==> src/rtl/irf_fcs_pkg.sv <==
package irf_fcs_pkg;
    localparam logic [31:0] FCS_POLY_REFL = 32'hEDB88320;
    localparam logic [31:0] FCS_PRESET    = 32'hFFFFFFFF;
    localparam logic [31:0] FCS_RESIDUE   = 32'hDEBB20E3;

    typedef enum logic {
        CHK_COMPARE = 1'b0,
        CHK_RESIDUE = 1'b1
    } chk_mode_e;
endpackage

==> src/rtl/irf_crc_step.sv <==
// Combinational LSB-first update of a reflected CRC by N input bits.
module irf_crc_step #(
    parameter int          CRC_W = 32,
    parameter int          N     = 8,
    parameter logic [31:0] POLY  = 32'hEDB88320
) (
    input  logic [CRC_W-1:0] crc_in,
    input  logic [N-1:0]     din,
    output logic [CRC_W-1:0] crc_out
);
    localparam logic [CRC_W-1:0] POLY_W = POLY[CRC_W-1:0];

    always_comb begin
        logic [CRC_W-1:0] c;
        c = crc_in;
        for (int i = 0; i < N; i++) begin
            if (c[0] ^ din[i]) c = (c >> 1) ^ POLY_W;
            else               c = c >> 1;
        end
        crc_out = c;
    end
endmodule

==> src/rtl/irf_fcs_tx.sv <==
// Transmit path: byte-wise CRC accumulation and nibble trailer emission.
module irf_fcs_tx #(
    parameter int          CRC_W  = 32,
    parameter int          BYTE_W = 8,
    parameter int          NIB_W  = 4,
    parameter logic [31:0] POLY   = 32'hEDB88320,
    parameter logic [31:0] PRESET = 32'hFFFFFFFF
) (
    input  logic              clk,
    input  logic              rst_n,
    input  logic              tx_sof,
    input  logic              tx_valid,
    input  logic [BYTE_W-1:0] tx_byte,
    input  logic              tx_eod,
    output logic              tx_busy,
    output logic              tx_nib_valid,
    output logic [NIB_W-1:0]  tx_nib,
    output logic              tx_nib_last
);
    localparam int NIBS  = CRC_W / NIB_W;
    localparam int CNT_W = $clog2(NIBS);
    localparam logic [CNT_W-1:0] LAST_IDX = CNT_W'(NIBS - 1);

    typedef struct packed {
        logic [CRC_W-1:0] crc;
        logic [CRC_W-1:0] trl;
        logic [CNT_W-1:0] cnt;
        logic             busy;
    } tx_state_t;

    tx_state_t st_d, st_q;
    logic [CRC_W-1:0] base_crc;
    logic [CRC_W-1:0] step_crc;

    always_comb base_crc = tx_sof ? PRESET[CRC_W-1:0] : st_q.crc;

    irf_crc_step #(.CRC_W(CRC_W), .N(BYTE_W), .POLY(POLY)) u_step (
        .crc_in  (base_crc),
        .din     (tx_byte),
        .crc_out (step_crc)
    );

    always_comb begin
        logic [CRC_W-1:0] nxt;
        st_d = st_q;
        nxt  = tx_valid ? step_crc : base_crc;
        if (st_q.busy) begin
            st_d.trl = st_q.trl >> NIB_W;
            st_d.cnt = st_q.cnt + 1'b1;
            if (st_q.cnt == LAST_IDX) st_d.busy = 1'b0;
        end else begin
            st_d.crc = nxt;
            if (tx_eod) begin
                st_d.trl  = ~nxt;
                st_d.cnt  = '0;
                st_d.busy = 1'b1;
            end
        end
    end

    always_ff @(posedge clk or negedge rst_n) begin
        if (!rst_n) st_q <= '{crc: PRESET[CRC_W-1:0], trl: '0, cnt: '0, busy: 1'b0};
        else        st_q <= st_d;
    end

    assign tx_busy      = st_q.busy;
    assign tx_nib_valid = st_q.busy;
    assign tx_nib       = st_q.trl[NIB_W-1:0];
    assign tx_nib_last  = st_q.busy && (st_q.cnt == LAST_IDX);

    assert_trailer_start_R3: assert property (@(posedge clk) disable iff (!rst_n)
        $rose(tx_nib_valid) |-> $past(tx_eod));
    assert_trailer_end_R3: assert property (@(posedge clk) disable iff (!rst_n)
        tx_nib_last |=> !tx_nib_valid);
    assert_trailer_hold_R3: assert property (@(posedge clk) disable iff (!rst_n)
        (tx_nib_valid && !tx_nib_last) |=> tx_nib_valid);
    assert_ignore_while_busy_R4: assert property (@(posedge clk) disable iff (!rst_n)
        tx_busy |=> $stable(st_q.crc));
endmodule

==> src/rtl/irf_fcs_rx.sv <==
// Receive path: bit-serial CRC with a trailer window, result on end strobe.
module irf_fcs_rx
    import irf_fcs_pkg::*;
#(
    parameter int          CRC_W   = 32,
    parameter int          BYTE_W  = 8,
    parameter logic [31:0] POLY    = 32'hEDB88320,
    parameter logic [31:0] PRESET  = 32'hFFFFFFFF,
    parameter logic [31:0] RESIDUE = 32'hDEBB20E3,
    parameter chk_mode_e   MODE    = CHK_COMPARE
) (
    input  logic clk,
    input  logic rst_n,
    input  logic rx_sof,
    input  logic rx_bit_valid,
    input  logic rx_bit,
    input  logic rx_eof,
    output logic rx_crc_ok,
    output logic rx_crc_err,
    output logic rx_abort
);
    localparam int FILL_W = $clog2(CRC_W + 1);
    localparam int MOD_W  = $clog2(BYTE_W);
    localparam logic [FILL_W-1:0] FULL = FILL_W'(CRC_W);

    typedef struct packed {
        logic [CRC_W-1:0]  crc;
        logic [CRC_W-1:0]  win;
        logic [FILL_W-1:0] fill;
        logic [MOD_W-1:0]  bmod;
        logic              ok;
        logic              err;
        logic              abort;
    } rx_state_t;

    rx_state_t st_d, st_q;
    rx_state_t base, upd;
    logic      feed_bit, feed_en, match;
    logic [CRC_W-1:0] step_crc;

    always_comb begin
        base = st_q;
        if (rx_sof) begin
            base.crc  = PRESET[CRC_W-1:0];
            base.win  = '0;
            base.fill = '0;
            base.bmod = '0;
        end
    end

    generate
        if (MODE == CHK_RESIDUE) begin : g_residue
            assign feed_bit = rx_bit;
            assign feed_en  = 1'b1;
            assign match    = (upd.crc == RESIDUE[CRC_W-1:0]);
        end else begin : g_compare
            assign feed_bit = base.win[0];
            assign feed_en  = (base.fill == FULL);
            assign match    = (upd.win == ~upd.crc);
        end
    endgenerate

    irf_crc_step #(.CRC_W(CRC_W), .N(1), .POLY(POLY)) u_step (
        .crc_in  (base.crc),
        .din     (feed_bit),
        .crc_out (step_crc)
    );

    always_comb begin
        upd = base;
        if (rx_bit_valid) begin
            upd.win  = {rx_bit, base.win[CRC_W-1:1]};
            upd.bmod = base.bmod + 1'b1;
            if (base.fill != FULL) upd.fill = base.fill + 1'b1;
            if (feed_en) upd.crc = step_crc;
        end
    end

    always_comb begin
        st_d       = upd;
        st_d.ok    = 1'b0;
        st_d.err   = 1'b0;
        st_d.abort = 1'b0;
        if (rx_eof) begin
            if (upd.bmod != '0)      st_d.abort = 1'b1;
            else if (upd.fill != FULL) st_d.err = 1'b1;
            else if (match)          st_d.ok    = 1'b1;
            else                     st_d.err   = 1'b1;
        end
    end

    always_ff @(posedge clk or negedge rst_n) begin
        if (!rst_n) st_q <= '{crc: PRESET[CRC_W-1:0], win: '0, fill: '0, bmod: '0,
                             ok: 1'b0, err: 1'b0, abort: 1'b0};
        else        st_q <= st_d;
    end

    assign rx_crc_ok  = st_q.ok;
    assign rx_crc_err = st_q.err;
    assign rx_abort   = st_q.abort;

    assert_single_result_R8: assert property (@(posedge clk) disable iff (!rst_n)
        $onehot0({rx_crc_ok, rx_crc_err, rx_abort}));
    assert_result_follows_eof_R6: assert property (@(posedge clk) disable iff (!rst_n)
        (rx_crc_ok || rx_crc_err || rx_abort) |-> $past(rx_eof));
    assert_ok_pulse_R6: assert property (@(posedge clk) disable iff (!rst_n)
        (rx_crc_ok && !$past(rx_eof, 1) == 1'b0) |=> (!rx_crc_ok || $past(rx_eof)));
    assert_fill_bound_R5: assert property (@(posedge clk) disable iff (!rst_n)
        st_q.fill <= FULL);
endmodule

==> src/rtl/irf_fcs_unit.sv <==
module irf_fcs_unit
    import irf_fcs_pkg::*;
#(
    parameter int        CRC_W  = 32,
    parameter int        BYTE_W = 8,
    parameter int        NIB_W  = 4,
    parameter chk_mode_e RX_MODE = CHK_COMPARE
) (
    input  logic              clk,
    input  logic              rst_n,
    input  logic              tx_sof,
    input  logic              tx_valid,
    input  logic [BYTE_W-1:0] tx_byte,
    input  logic              tx_eod,
    output logic              tx_busy,
    output logic              tx_nib_valid,
    output logic [NIB_W-1:0]  tx_nib,
    output logic              tx_nib_last,
    input  logic              rx_sof,
    input  logic              rx_bit_valid,
    input  logic              rx_bit,
    input  logic              rx_eof,
    output logic              rx_crc_ok,
    output logic              rx_crc_err,
    output logic              rx_abort
);
    irf_fcs_tx #(
        .CRC_W(CRC_W), .BYTE_W(BYTE_W), .NIB_W(NIB_W),
        .POLY(FCS_POLY_REFL), .PRESET(FCS_PRESET)
    ) u_tx (
        .clk, .rst_n, .tx_sof, .tx_valid, .tx_byte, .tx_eod,
        .tx_busy, .tx_nib_valid, .tx_nib, .tx_nib_last
    );

    irf_fcs_rx #(
        .CRC_W(CRC_W), .BYTE_W(BYTE_W), .POLY(FCS_POLY_REFL),
        .PRESET(FCS_PRESET), .RESIDUE(FCS_RESIDUE), .MODE(RX_MODE)
    ) u_rx (
        .clk, .rst_n, .rx_sof, .rx_bit_valid, .rx_bit, .rx_eof,
        .rx_crc_ok, .rx_crc_err, .rx_abort
    );

    assert_reset_quiet_R1: assert property (@(posedge clk)
        !rst_n |=> (!tx_busy && !rx_crc_ok && !rx_crc_err && !rx_abort) || !rst_n);
endmodule

==> config.mk <==
export PLATFORM = sky130hd
export DESIGN_NAME = irf_fcs_unit
export DESIGN_NICKNAME = d
export VERILOG_FILES = /design/src/rtl/irf_fcs_pkg.sv /design/src/rtl/irf_crc_step.sv /design/src/rtl/irf_fcs_tx.sv /design/src/rtl/irf_fcs_rx.sv /design/src/rtl/irf_fcs_unit.sv
export SDC_FILE = /design/constraint.sdc
export NUM_CORES = 1
export LEC_CHECK = 0
export BUFFER_PORTS_ARGS = -buffer_cell sky130_fd_sc_hd__buf_2
export CORE_MARGIN = 2
export CORE_UTILIZATION = 30
export DETAILED_ROUTE_END_ITERATION = 6
export GPL_TIMING_DRIVEN = 0
export PLACE_DENSITY_LB_ADDON = 0.08
export SLEW_MARGIN = 10
export SYNTH_ARGS = -nofsm -noshare
export SYNTH_HDL_FRONTEND = slang
export SYNTH_HIERARCHICAL = 1
export SYNTH_SLANG_ARGS = --single-unit
==> constraint.sdc <==
create_clock -name clk -period 2.6 [get_ports clk]
set_clock_uncertainty 0.05 [all_clocks]
set_input_delay 0.13 -clock clk [delete_from_list [all_inputs] [get_ports clk]]
set_output_delay 0.13 -clock clk [all_outputs]
set_load 0.01 [all_outputs]
==> results.md, run 1 <==
* Status: finished with violations
* Failing checks: negative setup slack
* Mapped Area at just over 0.009 mm²
* Cell Rows at 64
* Crit path max-delay family: simple AND/OR/NAND/NOR gates
* R2r setup slk at -0.17 ns
* Vias in the first global route at ~7000
* I/O Buffers at 25
* Levels on crit path at 10
* Die Area at 0.0323 mm²
* Hold slack at 0.0488 ns
* Main synth FF type: dfrtp_1
* Root Driver: clkbuf_16
* Fmax at roughly 360 MHz
* Gr ovfl total at 0
* Design area at 0.0111 mm²
* Starting Density at a little under a third
* Setup CP Type: reg -> reg
* Post-synthesis instance total at 920
* First-pass GRT wire length at around 46000 µm
* DRT antenna net count at 0
* Layout Nets at between 1000 and 1500
* Crit path capture type: register
* Avg Cell Area, Syn at between 10 and 15 µm²
* Worst hold path type: in -> reg
* Asr flop ratio synth at between 90% and 100%
* Worst-path fanout max at 3
* Placement Cell Area at 0.0100 mm²
* Startpoint Class: register
* Post-synthesis sequential area ratio at between 30% and 40%
* Yosys warns at 6
* RSZ-0062 raised after global routing: true
* CP startpoint: u_rx/st_q[44]
* DRT iter0 DRCs at between 400 and 500
* Maximum vdd ir drop at between 0.5 and 0.6 mV
* DR WL/cell at around 21 µm
* Post-Place Cells at around 1300
* Core area at about 0.031 mm²
* CP required at approximately 2.9 ns
* Register bit total from synthesis at 144
* Worst r2r path cells at 10
* Commonest non-fill, non-tap cell in the layout: dfrtp_1
* CP max stage delay at between 0.5 and 0.6 ns
* FILL cells at 3070
* Initial antenna violation count at 0
* Non-Filler Instances at between 1000 and 1500
* Pwr/cell area at roughly 930 mW/mm²
* DR DRC count at 0
* CTS buffer count at 17
* Via/cell ratio at between 5 and 6
* Clk pin slew, worst setup/hold paths at roughly 0.07 ns
* Slew @ Worst Pin at roughly 0.7 ns
* Pin count of the biggest net entering global routing at between 90 and 100
* CP cell instances: or2_4, buf_12, xor3_2, buf_6, a221oi_4, a211oi_2, nor4_2, o22ai_2, nor4b_4, nor2_1
* Syn Nets at around 940
* Final Max Tran Viols at 0
* Die H at about 180 µm
* Final Hold Fails at 0
* Minimum clock period at roughly 2.8 ns
* Most frequent cells in the layout: 79 x dfrtp_1, 71 x xnor2_1, 70 x nand2_1, 64 x dfstp_2, 62 x nor2_1
* Die Span X at 180 µm
* Period utilization at 107%
* Buf/Inv on CP at 2
* P_leak at 4.75 nW
* H-Tree Depth at 4
* Finished Core Util at 36.5%
* Clock buffer depth at 2
* Final RePlAce weighted congestion at 0.828
* Total Power at 0.0103 W
* DP Wirelength at ~21000 µm
* Worst path arrival time at just over 3 ns
* Crit path to: u_rx/rx_crc_err
* Routed wire length at ~30000 µm
* Antenna cells at 0
* R2R Path Start: u_rx/st_q[44]
* Layout cells sized above 1 at between 30% and 40%
* Final WS setup at -0.170 ns
* Drt first pass iters at 4
* Ports at 27
* GRT Total Usage at between 10% and 20%
* CP max stage cell: dfstp_2
* Reg-to-Reg End: u_rx/rx_crc_err
* Vias at roughly 7000
* Clock Latency Late Sink at between 0.4 and 0.5 ns
* CTS tree: done
* Count of different cell masters after synthesis at 73
* Number of synthesized flops with an enable pin at 0
* Sink Count at roughly 140
* Rel. slew slack at a little over half
* Area Overhead vs Synth at 20.4%
* Max-cap check violation count at 0
* Final setup viols at 2
## cell usage after synthesis (all sizes together), types with 6 or more instances
library cell | number | area share [%]
nand2b | 35 | 2.4
nand3 | 33 | 1.8
xnor2 | 79 | 8.1
o21ai | 9 | 0.49
nand2 | 71 | 2.9
nor2 | 64 | 2.6
xor3 | 15 | 4.0
inv | 12 | 0.49
a211oi | 8 | 0.87
nand4 | 12 | 0.97
or2 | 66 | 4.5
a31oi | 30 | 2.0
or3 | 32 | 2.2
clkbuf | 20 | 0.84
buf | 62 | 5.2
o22ai | 40 | 2.7
xor2 | 20 | 2.5
nor3 | 18 | 1.0
mux2 | 25 | 3.1
mux2i | 31 | 3.4
nor2b | 9 | 0.61
or4 | 6 | 0.49
dfstp | 64 | 18
a21oi | 18 | 0.97
dfrtp | 80 | 22
## cell families (layout without fill, tap and decap cells)
| logic type | after synthesis | in the layout | synth area share [%] |
|---|---|---|---|
| buf+inv | 94 | 177 | 6.49 |
| compound gates | 143 | 143 | 10.7 |
| mux | 56 | 56 | 6.47 |
| xor+xnor | 115 | 115 | 14.8 |
| flops | 144 | 144 | 39.8 |
| simple gates | 363 | 363 | 21.0 |
| fa+ha+maj | 5 | 5 | 0.676 |
## stage by stage
stage | setup TNS (ns) | setup slack (ns)
2_1_floorplan | -0.308 | -0.161
3_3_place_gp | -132.41 | -1.20
3_5_place_dp | -32.18 | -1.11
4_1_cts | -0.425 | -0.267
5_1_grt | -0.534 | -0.295
6_report | -0.339 | -0.170
## area by class of cell
| cell class | count | area (µm²) | area share [%] |
|---|---|---|---|
| tap | 396 | 495 | 4.45 |
| clock buffer | 18 | 439 | 3.94 |
| timing repair buffer | 53 | 402 | 3.60 |
| inverter | 12 | 48.8 | 0.438 |
| clock inverter | 14 | 144 | 1.29 |
| sequential | 144 | 3680 | 33.1 |
| multi-input combinational | 682 | 5280 | 47.3 |
| buffer | 80 | 653 | 5.86 |
## report_power, final
group / internal (W) / switching, W
registers: 0.00297 / 0.000367
clock network: 0.00138 / 0.00112
logic: 0.00209 / 0.00238
total: 0.00644 / 0.00387
## per-layer routing
| layer | part of all wire, % | track usage (%) | up-vias |
|---|---|---|---|
| met5 | 0 | 0 | - |
| met4 | 2.6 | 6.41 | 0 |
| met3 | 3.3 | 2.71 | 38 |
| met2 | 51 | 32.7 | 158 |
| met1 | 43 | 23.6 | 3482 |
| li1 | - | - | 3346 |
## how the worst min path moves through the flow
stage / from / end / slack, ns / depth (start not counted)
after floorplan: rst_n / u_rx/rx_abort / -0.22 / 0
after CTS: tx_valid / u_tx/st_q[35] / 0.03 / 3
after global placement: rx_eof / u_rx/rx_abort / 0.32 / 2
after detailed placement: rst_n / u_rx/st_q[8] / 0.03 / 1
after global routing: tx_valid / u_tx/st_q[35] / 0.04 / 3
final: tx_valid / u_tx/st_q[35] / 0.05 / 3
## what timing repair did
action	4_1_cts	5_1_grt
gates resized for setup	43	30
buffers inserted	19	4
hold buffers	4	0
endpoints found under the setup margin	40	25
endpoints found under the hold margin	60	0
pin swaps	22	22
## worst register-to-register path, cell delays in order (launching register included)
cell and delay [ns]:
dfstp_2 0.53, or2_4 0.17, buf_12 0.12, xor3_2 0.45
buf_6 0.15, a221oi_4 0.26, a211oi_2 0.14, nor4_2 0.28
o22ai_2 0.14, nor4b_4 0.29, nor2_1 0.06
## state kept, by name, summed over array words and instances (netlist names)
name	flops
u_rx/rx_abort	1
u_rx/rx_crc_ok	1
u_tx/tx_busy	1
u_rx/rx_crc_err	1
u_tx/st_q	63
u_rx/st_q	73
u_tx/tx_nib	4
(Power assumes the default switching activity.)
==> run 2, diff against run 1 <==
PLACE_DENSITY_LB_ADDON = unset   (was 0.08)
==> run 2 against run 1 <==
Against the previous run:
- clock power up 4%
- global-route usage shrank 2.1 points
- register-to-register slack lost 0.06 ns
- the run still ends with negative setup slack left
- cell count is 0.36% higher
- critical path type unchanged
- non-clock buffer count is 5 higher
- largest cell class unchanged
- total power grew 1.6%
- via count increased by 2.6%
- worst setup slack worse by 0.059 ns
- sequential power hardly changed
- sequential cell count is the same
- maximum frequency is 2.1% lower
- combinational power grew 0.9%
==> results.md, run 2 (synthesized netlist as in run 1, its figures left out) <==
* Status: finished with violations
* Failing checks: negative setup slack
* Die H at 180 µm (unchanged)
* Pin count of the biggest net entering global routing at 89 (-4.3%)
* Hold slack at 0.0458 ns (-0.00303 ns)
* CP required at 2.86 ns (about the same)
* Root Driver: clkbuf_16
* Crit path capture type: register
* Die Area at 0.0323 mm² (unchanged)
* Minimum clock period at 2.83 ns (+0.0590 ns)
* CP max stage cell: xor3_2
* Ports at 27 (unchanged)
* RSZ-0062 raised after global routing: true
* Period utilization at 109% (+2.3 points)
* Final Max Tran Viols at 0 (unchanged)
* DRT met1 WL at 12100 µm (-6.2%)
* Crit path max-delay family: compound AO/OA/AOI/OAI gates
* Slew @ Worst Pin at 0.671 ns (-0.0384 ns)
* Pwr/cell area at 936 mW/mm² (+1.1%)
* Final Hold Fails at 0 (unchanged)
* Routed wire length at 26900 µm (-9.9%)
* CP max stage delay at 0.50 ns (-0.03 ns)
* Maximum vdd ir drop at 0.738 mV (+29%)
* Rel. slew slack at 54.9% (+2.2 points)
* Worst path arrival time at 3.09 ns (+0.06 ns)
* Die Span X at 180 µm (unchanged)
* Area Overhead vs Synth at 20.9%
* Antenna cells at 0 (unchanged)
* Total Power at 0.0105 W (+1.6%)
* First-pass GRT wire length at 42300 µm (-7.1%)
* Top Metal Used: met4
* Starting Density at 30.3% (unchanged)
* Clk pin slew, worst setup/hold paths at 0.06 ns (about the same)
* DR DRC count at 0 (unchanged)
* Clock buffer depth at 2 (unchanged)
* Core area at 0.0305 mm² (unchanged)
* CTS tree: done
* DRT iter0 DRCs at 582 (+39%)
* WL met2 at 12500 µm (-18%)
* Final RePlAce weighted congestion at 0.887 (+7.0%)
* CTS buffer count at 17 (unchanged)
* DP Wirelength at 18800 µm (-12%)
* DRT antenna net count at 0 (unchanged)
* P_leak at 4.81 nW (+1.3%)
* Layout cells sized above 1 at 35.7% (-0.28 points)
* Cell Rows at 64 (unchanged)
* Max-cap check violation count at 0 (unchanged)
* Clock Latency Late Sink at 0.43 ns (about the same)
* Worst hold path type: in -> reg
* I/O Buffers at 25 (unchanged)
* Sink Count at 144 (unchanged)
* Commonest non-fill, non-tap cell in the layout: dfrtp_1
* Met3 wire length at 1400 µm (+43%)
* H-Tree Depth at 4 (unchanged)
* DR WL/cell at 19.1 µm (-10%)
* Vias at 7209 (+2.6%)
* Fmax at 353 MHz (-2.1%)
* Setup CP Type: reg -> reg
* Vias in the first global route at 7388 (+2.5%)
* Final setup viols at 2 (unchanged)
* Final WS setup at -0.229 ns (-0.0590 ns)
* Max reg flops at 73 (unchanged)
* Worst-path fanout max at 6 (+3)
* GRT Total Usage at 16.6% (-2.1 points)
* Most frequent cells in the layout: 80 x dfrtp_1, 72 x xnor2_1, 71 x nand2_1, 64 x dfstp_2, 62 x nor2_1
* Drt first pass iters at 6 (+2)
* Buf/Inv on CP at 1 (-1)
* Gr ovfl total at 0 (unchanged)
* Most flops, register: u_rx/st_q
* Initial antenna violation count at 0 (unchanged)
* Via/cell ratio at 5.13 (+2.3%)
* Startpoint Class: register
* CP cell instances: nor2b_4, buf_8, xor3_2, a221oi_2, a211oi_2, o21ai_0, o22ai_2, nor4b_4, nor2_1
* Layout Nets at 1017 (+0.49%)
[run 2: routing by layer]
layer / track usage [%] / vias up
met5: 0 / -
met4: 6.41 / 0
met3: 3.42 / 64
met2: 26.9 / 235
met1: 21.8 / 3542
li1: - / 3368
[run 2: power breakdown]
part / switching [W] / internal, W / total, W
Sequential: 0.000374 / 0.00297 / 0.00334
Combinational: 0.00238 / 0.00214 / 0.00452
Clock: 0.000997 / 0.00161 / 0.00261
[run 2: repair_timing]
item / CTS / global route
setup buffers: 17 / 10
resized for setup: 31 / 28
cloned: 0 / 1
setup endpoints to repair: 30 / 21
pin swaps: 10 / 19
hold buffers: 3 / 0
hold endpoints to repair: 60 / 0
[run 2: worst register-to-register path, delay by kind of cell, from the launching register on]
family | cells | cell delay (ns)
AOI/OAI and AO/OA | 4 | 0.98
xor gates and xnor gates | 1 | 0.50
buffers and inverters | 1 | 0.17
DFF | 1 | 0.36
and+or+nand+nor | 3 | 0.65
[run 2: final cells by class]
type | count | area, µm²
Buffer | 81 | 643
Clock buffer | 23 | 488
Clock inverter | 9 | 130
Fill cell | 2978 | 19300
Inverter | 12 | 45.0
Multi-Input combinational cell | 682 | 5260
Sequential cell | 144 | 3680
Tap cell | 396 | 495
Timing Repair Buffer | 57 | 447
[run 2: through the flow]
step                std cells  setup WS, ns  instance area (µm²)  TNS (ns)  utilization, %
finish                   1404        -0.229                11200    -0.393            36.7
global route             1404        -0.340                11200    -0.651            36.7
CTS                      1394        -0.291                11000    -0.571            35.9
detailed placement       1342         -1.06                10000    -22.24            32.8
global placement         1341         -1.01                 9980    -87.79            32.7
floorplan                 920        -0.161                 9360    -0.308               -
[run 2: path summary, 6_finish.rpt]
| check | from | end | slack (ns) | depth (start not counted) |
|---|---|---|---|---|
| min reg2reg | u_tx/st_q[37] | u_tx/st_q[37] | 0.41 | 2 |
| min | tx_valid | u_tx/st_q[35] | 0.05 | 3 |
| max in group asynchronous | rst_n | u_tx/st_q[61] | 1.50 | 3 |
| max reg2reg | u_rx/st_q[12] | u_rx/rx_crc_err | -0.23 | 9 |
| min in group asynchronous | rst_n | u_rx/st_q[43] | 0.18 | 2 |
| max | u_rx/st_q[12] | u_rx/rx_crc_err | -0.23 | 9 |
==> run 3, diff against run 2 <==
CTS_BUF_LIST = sky130_fd_sc_hd__clkbuf_16   (was unset)
==> run 3 against run 2 <==
Against the previous run:
- the flow still finishes with violations (negative setup slack)
- maximum frequency shrank 1.9%
- register-to-register slack lost 0.03 ns
- non-clock buffer count shrank 3
- sequential power is essentially flat
- combinational power is essentially flat
- critical path depth grew 6
- critical path type is now in -> reg
- critical endpoint unchanged
- largest power group unchanged
==> results.md, run 3 (synthesized netlist as in run 1, its figures left out) <==
* Worst hold path type: in -> reg
* H-Tree Depth at 4 (unchanged)
* Worst r2r path cells at 11 (+2)
* FILL cells at 2971 (-0.24%)
* Final WS setup at -0.285 ns (-0.0557 ns)
* CP required at 2.85 ns (about the same)
* CP startpoint: rx_sof
* Reg-to-Reg End: u_rx/rx_crc_err
* Startpoint Class: primary input
* Ports at 27 (unchanged)
* Final setup viols at 2 (unchanged)
* R2R Path Start: u_rx/st_q[44]
* Most frequent cells in the layout: 80 x dfrtp_1, 72 x xnor2_1, 71 x nand2_1, 64 x dfstp_2, 63 x nor2_1
* Clock Latency Late Sink at 0.43 ns (about the same)
* Slew @ Worst Pin at 0.691 ns (+0.0205 ns)
* Root Driver: clkbuf_16
* Fmax at 347 MHz (-1.9%)
* Pin count of the biggest net entering global routing at 89 (unchanged)
* Worst path arrival time at 3.14 ns (+0.05 ns)
* Die H at 180 µm (unchanged)
* Minimum clock period at 2.89 ns (+0.0557 ns)
* First-pass GRT wire length at 42600 µm (+0.62%)
* Pwr/cell area at 931 mW/mm² (-0.49%)
* CP max stage delay at 0.51 ns (about the same)
* Failing checks: negative setup slack
* Crit path to: u_rx/rx_crc_err
* Drt first pass iters at 5 (-1)
* Layout Nets at 1014 (-0.29%)
* CTS buffer count at 17 (unchanged)
* Max-cap check violation count at 0 (unchanged)
* DRT iter0 DRCs at 527 (-9.5%)
* Sink Count at 144 (unchanged)
* Maximum vdd ir drop at 0.738 mV (about the same)
* Die Area at 0.0323 mm² (unchanged)
* Vias in the first global route at 7395 (+0.095%)
* DRT antenna net count at 0 (unchanged)
* Vias at 7289 (+1.1%)
* Routed wire length at 27000 µm (+0.27%)
* Worst-path fanout max at 10 (+4)
* Clock buffer depth at 2 (unchanged)
* Setup CP Type: in -> reg
* Clk pin slew, worst setup/hold paths at 0.06 ns (about the same)
* Final Hold Fails at 0 (unchanged)
* Status: finished with violations
* RSZ-0062 raised after global routing: true
* Most flops, register: u_rx/st_q
* DR WL/cell at 19.2 µm (+0.49%)
* Total Power at 0.0103 W (-1.3%)
* Area Overhead vs Synth at 19.9%
* Rel. slew slack at 53.6% (-1.4 points)
* Hold depth at 3 (unchanged)
* GRT Total Usage at 16.7% (+0.13 points)
* DP Wirelength at 18800 µm (unchanged)
* CTS tree: done
* Final RePlAce weighted congestion at 0.887 (unchanged)
* CP max stage cell: xor3_2
* Starting Density at 30.3% (unchanged)
* Layout cells sized above 1 at 34.3% (-1.4 points)
* Die Span X at 180 µm (unchanged)
* Antenna cells at 0 (unchanged)
* Initial antenna violation count at 0 (unchanged)
* P_leak at 4.79 nW (-0.38%)
* Final Max Tran Viols at 0 (unchanged)
* Via/cell ratio at 5.20 (+1.3%)
* Finished Core Util at 36.4% (-0.29 points)
* DR DRC count at 0 (unchanged)
* Period utilization at 111% (+2.1 points)
* R2r setup slk at -0.26 ns (-0.03 ns)
* Cell Rows at 64 (unchanged)
* Commonest non-fill, non-tap cell in the layout: dfrtp_1
* Max reg flops at 73 (unchanged)
* Gr ovfl total at 0 (unchanged)
* Core area at 0.0305 mm² (unchanged)
* CP cell instances: buf_6, clkbuf_8, buf_8, buf_12, buf_12, buf_6, nor2b_4, buf_8, xor3_2, a221oi_2, a211oi_2, nor4_2, o22ai_1, nor4b_4, nor2_1
* I/O Buffers at 25 (unchanged)
* Crit path capture type: register
## run 3: cell types whose count changed in the layout (fill, tap and decap cells not counted), sizes merged
cell      delta
buf          -3
bufbuf       +1
clkbuf       -7
clkinv       +4
clkinvlp     +1
inv          +1
## run 3: worst max-delay path, delay by kind of cell
kind,cells,cell delay (ns)
compound gates,3,0.67
xor+xnor,1,0.51
buf+inv,7,0.93
simple gates,4,0.87
## run 3: through the flow
step           worst slack (ns)  hold WS, ns  instances  instance area [µm²]  TNS [ns]
6_report                 -0.285       0.0500       1401                11100    -0.542
3_5_place_dp              -1.06       0.0495       1342                10000    -22.24
3_3_place_gp              -1.01        0.317       1341                 9980    -87.79
5_1_grt                  -0.404       0.0525       1401                11100    -0.787
2_1_floorplan            -0.161       -0.216        920                 9360    -0.308
4_1_cts                  -0.279       0.0309       1395                10900    -0.554
## run 3: what timing repair did
item | in CTS | in global routing
hold buffers | 3 | 0
gates resized for setup | 28 | 19
gates cloned | 1 | 0
buffers inserted | 17 | 6
endpoints found under the hold margin | 60 | 0
endpoints found under the setup margin | 30 | 21
pin swaps | 13 | 16
## run 3: routing by layer
metal / GRT usage (%) / routed length [µm] / up-vias / part of all wire [%]
met5: 0 / 0 / - / 0
met4: 6.24 / 765 / 0 / 2.8
met3: 3.22 / 1590 / 52 / 5.9
met2: 27.3 / 12800 / 284 / 47
met1: 22.0 / 11800 / 3590 / 44
li1: - / - / 3363 / -
## run 3: layout make-up
cell class	instances	area [µm²]	share of cell area, %
Multi-Input combinational cell	682	5220	47.0
Sequential cell	144	3680	33.2
Buffer	82	659	5.94
Tap cell	396	495	4.46
Clock buffer	17	425	3.83
Timing Repair Buffer	53	417	3.75
Clock inverter	15	153	1.37
Inverter	12	48.8	0.439
## run 3: report_power, final
part / internal, W / total, W / switching, W
Combinational: 0.00215 / 0.00452 / 0.00237
Clock: 0.00148 / 0.00247 / 0.000986
Sequential: 0.00297 / 0.00335 / 0.000379
## run 3: worst min path at each step
stage / end / slack [ns] / start
2_1_floorplan: u_rx/rx_abort / -0.22 / rst_n
3_3_place_gp: u_rx/rx_abort / 0.32 / rx_eof
3_5_place_dp: u_rx/st_q[43] / 0.05 / rst_n
4_1_cts: u_tx/st_q[35] / 0.03 / tx_eod
5_1_grt: u_tx/st_q[35] / 0.05 / tx_valid
6_report: u_tx/st_q[35] / 0.05 / tx_valid
